**config.mk**
```make
export PLATFORM = sky130hd
export DESIGN_NAME = tile_line_renderer
export DESIGN_NICKNAME = d
export VERILOG_FILES = /design/src/rtl/tile_line_renderer.sv
export SDC_FILE = /design/constraint.sdc
export NUM_CORES = 1
export LEC_CHECK = 0
export BUFFER_PORTS_ARGS = -buffer_cell sky130_fd_sc_hd__buf_2
export CAP_MARGIN = 10
export CORE_MARGIN = 2
export CORE_UTILIZATION = 38
export CTS_BUF_LIST = sky130_fd_sc_hd__clkbuf_8
export DETAILED_ROUTE_END_ITERATION = 10
export GPL_TIMING_DRIVEN = 0
export SLEW_MARGIN = 20
export SYNTH_ARGS = -nofsm -noshare
export SYNTH_HDL_FRONTEND = slang
export SYNTH_SLANG_ARGS = --single-unit
export TNS_END_PERCENT = 100
```
**constraint.sdc**
```tcl
create_clock -name clk -period 3.8 [get_ports clk]
set_clock_uncertainty 0.2 [all_clocks]
set_input_delay 0.76 -clock clk [delete_from_list [all_inputs] [get_ports clk]]
set_output_delay 0.76 -clock clk [all_outputs]
set_load 0.01 [all_outputs]
```
**src/rtl/tile_line_renderer.sv**
```systemverilog
module tile_line_renderer #(
  parameter int AW           = 16,
  parameter int DW           = 8,
  parameter int HOLD         = 6,
  parameter int NARROW_PX    = 6,
  parameter int NARROW_TILES = 40,
  parameter int WIDE_PX      = 8,
  parameter int WIDE_TILES   = 30
) (
  input  logic          clk,
  input  logic          rst_n,
  input  logic          start,
  input  logic [AW-1:0] base_addr,
  input  logic [2:0]    y_off,
  input  logic          wide_mode,
  output logic          vram_rd,
  output logic [AW-1:0] vram_addr,
  input  logic [7:0]    vram_data,
  output logic          tile_rd,
  output logic [AW-1:0] tile_addr,
  input  logic [DW-1:0] tile_data,
  output logic [DW-1:0] pix,
  output logic          pix_valid,
  output logic          done
);
  localparam int MAXPX = (WIDE_PX > NARROW_PX) ? WIDE_PX : NARROW_PX;
  localparam int MAXT  = (WIDE_TILES > NARROW_TILES) ? WIDE_TILES : NARROW_TILES;
  localparam int PHW   = $clog2(HOLD);
  localparam int PXW   = $clog2(MAXPX);
  localparam int TNW   = $clog2(MAXT + 1);

  typedef enum logic [1:0] {S_IDLE, S_PRE, S_RUN, S_TAIL} st_t;

  st_t           st;
  logic [PHW-1:0] ph;
  logic [PXW-1:0] px, lastpx;
  logic [TNW-1:0] tleft;
  logic [AW-1:0]  vptr, nxt, taddr, ofs;
  logic [7:0]     lo;

  logic slot_end, tile_last, more, fetch;

  assign slot_end  = ph == PHW'(HOLD - 1);
  assign tile_last = px == lastpx;
  assign more      = tleft > TNW'(1);
  assign fetch     = (st == S_PRE) || (st == S_RUN && px == '0 && more);

  assign vram_rd   = fetch && (ph == PHW'(0) || ph == PHW'(1));
  assign vram_addr = (ph == PHW'(1)) ? vptr + AW'(1) : vptr;

  assign tile_rd   = ph == PHW'(HOLD - 2) &&
                     ((st == S_PRE) || (st == S_RUN && !(tile_last && !more)));
  assign tile_addr = (st == S_PRE || tile_last) ? nxt : taddr;

  always_ff @(posedge clk) begin
    if (!rst_n) begin
      st        <= S_IDLE;
      ph        <= '0;
      px        <= '0;
      lastpx    <= '0;
      tleft     <= '0;
      vptr      <= '0;
      nxt       <= '0;
      taddr     <= '0;
      ofs       <= '0;
      lo        <= '0;
      pix       <= '0;
      pix_valid <= 1'b0;
      done      <= 1'b0;
    end else begin
      done <= 1'b0;
      ph   <= (st == S_IDLE || slot_end) ? '0 : ph + PHW'(1);

      if (fetch && ph == PHW'(1)) lo <= vram_data;
      if (fetch && ph == PHW'(2)) begin
        nxt  <= {vram_data, lo} + ofs;
        vptr <= vptr + AW'(2);
      end
      if (tile_rd) taddr <= tile_addr + AW'(1);

      case (st)
        S_IDLE: if (start) begin
          st     <= S_PRE;
          px     <= '0;
          vptr   <= base_addr;
          ofs    <= AW'(y_off) * (wide_mode ? AW'(WIDE_PX) : AW'(NARROW_PX));
          lastpx <= wide_mode ? PXW'(WIDE_PX - 1) : PXW'(NARROW_PX - 1);
          tleft  <= wide_mode ? TNW'(WIDE_TILES) : TNW'(NARROW_TILES);
        end
        S_PRE: if (slot_end) begin
          st        <= S_RUN;
          pix       <= tile_data;
          pix_valid <= 1'b1;
        end
        S_RUN: if (slot_end) begin
          if (!tile_last) begin
            px  <= px + PXW'(1);
            pix <= tile_data;
          end else if (more) begin
            px    <= '0;
            tleft <= tleft - TNW'(1);
            pix   <= tile_data;
          end else begin
            st  <= S_TAIL;
            pix <= '0;
          end
        end
        default: if (slot_end) begin
          st        <= S_IDLE;
          pix_valid <= 1'b0;
          done      <= 1'b1;
        end
      endcase
    end
  end
endmodule


```
# [After elaboration in Yosys (flattened, before gate mapping)]
# Index checks and enable logic that the tools add are counted.
[totals] regBits=99 out_inout_bits=44 elab_cells=102
[classes] n_addsub=7 n_mul=1 magnitude_cmp=1 n_eq_ne=14 n_mux=34 n_bitwise=2 n_reduce_logical=30
[op_table] operator="2-to-1 mux 16 bit" n=5
[op_table] operator="adder 16 x 1 -> 16 bit (second input constant)" n=2
[op_table] operator="2-to-1 mux 8 bit" n=4
[op_table] operator="2-to-1 mux 6 bit" n=5
[op_table] operator="adder 16 bit" n=1
[op_table] operator="adder 16 x 2 -> 16 bit (second input constant)" n=1
[op_table] operator="case mux 8 bit (2 select lines)" n=1
[op_table] operator="2-to-1 mux 2 bit" n=7
[op_table] operator="2-to-1 mux 3 bit" n=4
[op_table] operator="!= test 2 bit (second input constant)" n=6
[op_table] operator="case mux 6 bit (2 select lines)" n=1
[op_table] operator="logical AND 1 bit" n=8
[op_table] operator="multiplier 3 x 4 -> 7 bit" n=1
[op_table] operator="adder 3 x 1 -> 3 bit (second input constant)" n=2
[op_table] operator="== test 3 bit (second input constant)" n=2
[op_table] operator="greater-than comparator 6 x 1 -> 1 bit (second input constant)" n=1
[op_table] operator="logical NOT 3 bit" n=2
[op_table] operator="case mux 2 bit (3 select lines)" n=1
[op_table] operator="case mux 3 bit (2 select lines)" n=1
[op_table] operator="AND reduction 6 bit" n=1
[op_table] operator="nonzero test 2 bit" n=3
[op_table] operator="subtractor 6 x 1 -> 6 bit (second input constant)" n=1
[op_table] operator="logical OR 1 bit" n=5
[op_table] operator="AND reduction 5 bit" n=1
[op_table] operator="other kinds (17)" n=23

# [Longest topological paths before layout]
[depth] word_depth=8 depth_mapped=14 depth_no_buf=12

# [Worst setup path before layout]
# OpenSTA, ideal clock, no wires.
[synth_timing] path_kind="reg2reg" from="register px[0]" to="register taddr[14]" arrival_ps=2627 path_slack_ps=840 stages_incl_launch_ff=12 path_buffers=1 synth_period_minus_slack_ps=2960 path_cell_list="dfxtp_1 and3_1 o21ai_2 nand2_1 buf_2 mux2_2 ha_1 nand3_1 or4_4 a22oi_2 mux2i_1 a21oi_1"
[synth_via] word_cells_on_any_way=9
[synth_rtl] element="start: declaration" line="36" text="logic [PXW-1:0] px, lastpx;"
[synth_rtl] element="start signal: assignment" line="97" text="px <= px + PXW'(1);"
[synth_rtl] element="== test 3 bit" line="44" text="assign tile_last = px == lastpx;"
[synth_rtl] element="logical OR 1 bit" line="53" text="assign tile_addr = (st == S_PRE || tile_last) ? nxt : taddr;"
[synth_rtl] element="2-to-1 mux 16 bit" line="53"
[synth_rtl] element="net tile_addr[0]" line="20" text="output logic [AW-1:0] tile_addr,"
[synth_rtl] element="adder 16 x 1 -> 16 bit" line="79" text="if (tile_rd) taddr <= tile_addr + AW'(1);"
[synth_rtl] element="end signal: assignment" line="79"
[synth_rtl] element="end: declaration" line="38" text="logic [AW-1:0] vptr, nxt, taddr, ofs;"
# The timed path passes the listed nets, and every way through them passes these cells.
# A chain may end at the register's enable or synchronous reset.

# [Worst setup path in the final report]
[layout_timing] from="register px[0]" to="register taddr[14]"
[layout_via] elab_chain_len=6 word_cells_on_any_way=9
[layout_lines] element="== test 3 bit (*)" line="44"
[layout_lines] element="parallel branches: the longest is 5 deep, another holds adder 16 x 1 -> 16 bit"
# Every way passes the cells marked *.

==> results.txt <==
- Result of the run: completed
* Starting utilization of the core area: 38.8%
* Maximum number of pins on one net before global-route repair: 16
- Post-synthesis sequential element count: 88
* Mapped cell area: 5380 um^2
- Cell area power density: 464 nW/um^2
- Leakage power figure: 2.60 nW
- The library cell used most frequently in the layout, excluding fill and tap cells, is sky130_fd_sc_hd__dfxtp_1.
* Final cell area excluding filler cells: 6220 um^2
* Worst slew margin relative to its limit: 45.3%
- Clk_lat worst skew: 0.39 ns
- Number of endpoints with negative hold slack in the final report: 0
* Routed wire length: 16200 um
- Area growth from synthesis to layout: 15.5%
- The max-slew violation count is 0.
* Overall Global Routing Usage: 21.9%
- For the pin with the worst max-slew slack, the measured transition is 0.820 ns.
- Clock tree synthesis found a total of 88 sinks.
- Dividing the synthesized area by the synthesized cell count gives 7.93 um^2.
- Adding up every negative setup slack in the final design gives 0 ns.
* Total clock buffers created by CTS: 9
- Critical path capture point type: flip-flop
* Total iterations of the first detailed-routing run: 5
* Estimated wirelength of the detail-placed design: 12200 um
* Number of placed instances, taps included: 940
* Cell at the root of the clock tree: sky130_fd_sc_hd__clkbuf_8
- Summing the sequential cell areas from Yosys gives 32.7% of the chip area.
* Clock-pin slew reported for the worst setup and hold paths after clock tree synthesis: 0.09 ns
- Total gr overflow: 0
* WL per Instance: 16.9 um
- IR analysis of the VDD net gives a maximum drop of 194 uV.
- Measured along the x axis, the die boundary spans 123 um.
* Highest net fanout along the worst path: 10
- DRC: 0
- Max-cap violations in this run came to 0.
- Number of library cell types mapped by synthesis: 62
- Net Count, Synth: 746
- Violation count after the first detailed-route iteration: 503
* Weighted congestion at the end of routability-driven global placement: 0.899
* Number of enable-type register cells in the synthesized netlist: 0
- For this run, asynchronously set or reset flops after synthesis account for 0%.
- The net count of the finished layout is 837.
- TritonCTS built the clock tree.
- RSZ-0062 raised after global routing: false
- The clock passes through at most 2 buffers.
- STA puts the critical path data required time at 3.85 ns.
* Critical path start-end classification: reg2reg
- Port buffering added 81 buffers.
- Die outline area: 15100 um^2
- Counting I/O delays and the setup requirement, the final critical path takes 3.57 ns.
* Maximum clock rate: 280 MHz
- After layout, the worst path uses 93.9% of the clock period.
- Count of final setup violators: 0
* Antenna violations before repair: 0
* Worst min-delay path category: reg2reg
- CTS Hold Buffers Added: 0
- Total number of vias: 5317
- Once placement finished, the instance area stood at 6010 um^2.
* Total number of yosys warnings: 0
- Antenna Diode Count: 0
- Arrival @ worst endpoint: 3.62 ns
- The count of nets left with antenna violations once routing finished came out at 0.
- 83 I/O pins were placed.
* Commonest cells after routing, fill and taps aside: sky130_fd_sc_hd__dfxtp_1, sky130_fd_sc_hd__buf_2, sky130_fd_sc_hd__nand2_1
* Number of rows created at floorplan: 43
* Layout cells sized above 1: 16.3%
* Crit path launch type: flip-flop
- Wire length of the first global-routing pass: 25700 um
- The number of global-route vias before repair was 5077.
* Non-Filler Instances: 955
- The H-tree generated during clock tree synthesis spans 3 levels.
* Core Util, Final: 44.8%
- The region available for standard cell placement spans 13900 um^2.
- Counting every instance in the synthesized netlist gives 679.
* Die height: 123 um
* Post-synth top flop: sky130_fd_sc_hd__dfxtp_1
* Via density per instance: 5.57
-- cells by family (layout without fill, tap and decap cells) --
kind of cell             after synthesis  in the layout  synth area share, %
XOR/XNOR                              45             45                 7.32
other                                  1              1               0.0697
AO/OA/AOI/OAI                        169            169                 19.7
AND/OR/NAND/NOR                      262            262                 23.7
buffers and inverters                 59            155                 4.37
adder cells (fa/ha/maj)               28             28                 6.93
flip-flops                            88             88                 32.7
multiplexers                          27             27                 5.21
-- cells in the mapped netlist (4+ instances only) --
| cell type | count | area, um^2 |
|---|---|---|
| sky130_fd_sc_hd__and2_1 | 5 | 31.3 |
| sky130_fd_sc_hd__a22oi_1 | 12 | 90.1 |
| sky130_fd_sc_hd__a21oi_1 | 55 | 275 |
| sky130_fd_sc_hd__a31oi_1 | 6 | 37.5 |
| sky130_fd_sc_hd__dfxtp_1 | 88 | 1760 |
| sky130_fd_sc_hd__o211ai_1 | 5 | 37.5 |
| sky130_fd_sc_hd__mux2i_1 | 19 | 190 |
| sky130_fd_sc_hd__clkbuf_1 | 32 | 120 |
| sky130_fd_sc_hd__o2111ai_1 | 4 | 35.0 |
| sky130_fd_sc_hd__a211oi_1 | 14 | 105 |
| sky130_fd_sc_hd__nor3_1 | 14 | 70.1 |
| sky130_fd_sc_hd__nand4_1 | 13 | 81.3 |
| sky130_fd_sc_hd__and3_1 | 15 | 93.8 |
| sky130_fd_sc_hd__nor2_1 | 61 | 229 |
| sky130_fd_sc_hd__xor2_1 | 20 | 175 |
| sky130_fd_sc_hd__inv_1 | 20 | 75.1 |
| sky130_fd_sc_hd__buf_2 | 5 | 25.0 |
| sky130_fd_sc_hd__or3_1 | 11 | 68.8 |
| sky130_fd_sc_hd__ha_1 | 25 | 313 |
| sky130_fd_sc_hd__o21ai_0 | 45 | 225 |
| sky130_fd_sc_hd__nand2_1 | 81 | 304 |
| sky130_fd_sc_hd__nor2b_1 | 5 | 31.3 |
| sky130_fd_sc_hd__nand3_1 | 28 | 140 |
| sky130_fd_sc_hd__mux2_2 | 8 | 90.1 |
| sky130_fd_sc_hd__nor4_1 | 5 | 31.3 |
| sky130_fd_sc_hd__xnor2_1 | 25 | 219 |
| sky130_fd_sc_hd__a21o_1 | 4 | 30.0 |
-- worst paths after layout --
kind	start	to	slack [ns]	cells past startpoint
worst max-delay path	px[0]$_SDFFE_PN0P_	taddr[14]$_SDFFE_PN0P_	0.23	11
worst min-delay path	lo[0]$_SDFFE_PN0P_	nxt[0]$_SDFFE_PN0N_	0.27	2
worst max register to register	px[0]$_SDFFE_PN0P_	taddr[14]$_SDFFE_PN0P_	0.23	11
worst min register to register	lo[0]$_SDFFE_PN0P_	nxt[0]$_SDFFE_PN0N_	0.27	2
-- area by class of cell --
type	count	area [um^2]
repair buffers	81	405
inverters	21	78.8
clock buffers	10	138
multi-input cells	532	3390
flip-flops and latches	88	1760
fillers	1436	7660
plain buffers	37	154
clock inverters	6	66.3
well taps	180	225
-- state kept, by name (all words and copies together) (netlist names) --
name and cells:
taddr 16, nxt 16, lastpx 2, pix_valid 1, pix 8, ofs 6, st 2, vptr 16
lo 8, ph 3, done 1, px 3, tleft 6
-- metrics by stage --
stage	power (W)	worst slack, ns	hold WS, ns
floorplan	0.00186	0.840	0.232
global placement	0.00217	0.280	0.244
detailed placement	0.00220	0.253	0.257
CTS	0.00289	0.0753	0.271
global route	0.00307	0.0120	0.285
finish	0.00288	0.231	0.268
-- timing repair --
| item | CTS | global route |
|---|---|---|
| setup endpoints to repair | 0 | 3 |
| gates resized for setup | 0 | 2 |
| setup buffers | 0 | 0 |
-- report_power, final --
part / internal [W] / switching, W / leakage (nW)
Combinational: 0.000371 / 0.000685 / 1.78
Clock: 0.000324 / 0.000365 / 0.107
Sequential: 0.00103 / 0.000111 / 0.715
Total: 0.00172 / 0.00116 / 2.60
-- routing by layer --
metal  up-vias  global-route usage, %  part of all wire (%)
met3        23                   5.44                   7.6
met5         -                      0                     0
li1       2595                      -                     -
met4         0                   6.68                   1.8
met1      2506                   28.7                    45
met2       193                   35.7                    46
-- worst max-delay path, cell delays in order, from the launching register on --
cell	delay (ns)
sky130_fd_sc_hd__dfxtp_1	0.36
sky130_fd_sc_hd__and3_1	0.22
sky130_fd_sc_hd__o21ai_2	0.44
sky130_fd_sc_hd__nand2_1	0.24
sky130_fd_sc_hd__buf_2	0.26
sky130_fd_sc_hd__mux2_2	0.28
sky130_fd_sc_hd__ha_1	0.29
sky130_fd_sc_hd__nand3_1	0.21
sky130_fd_sc_hd__or4_4	0.46
sky130_fd_sc_hd__a22oi_2	0.19
sky130_fd_sc_hd__mux2i_1	0.20
sky130_fd_sc_hd__a21oi_1	0.08
(Power assumes the default switching activity.)
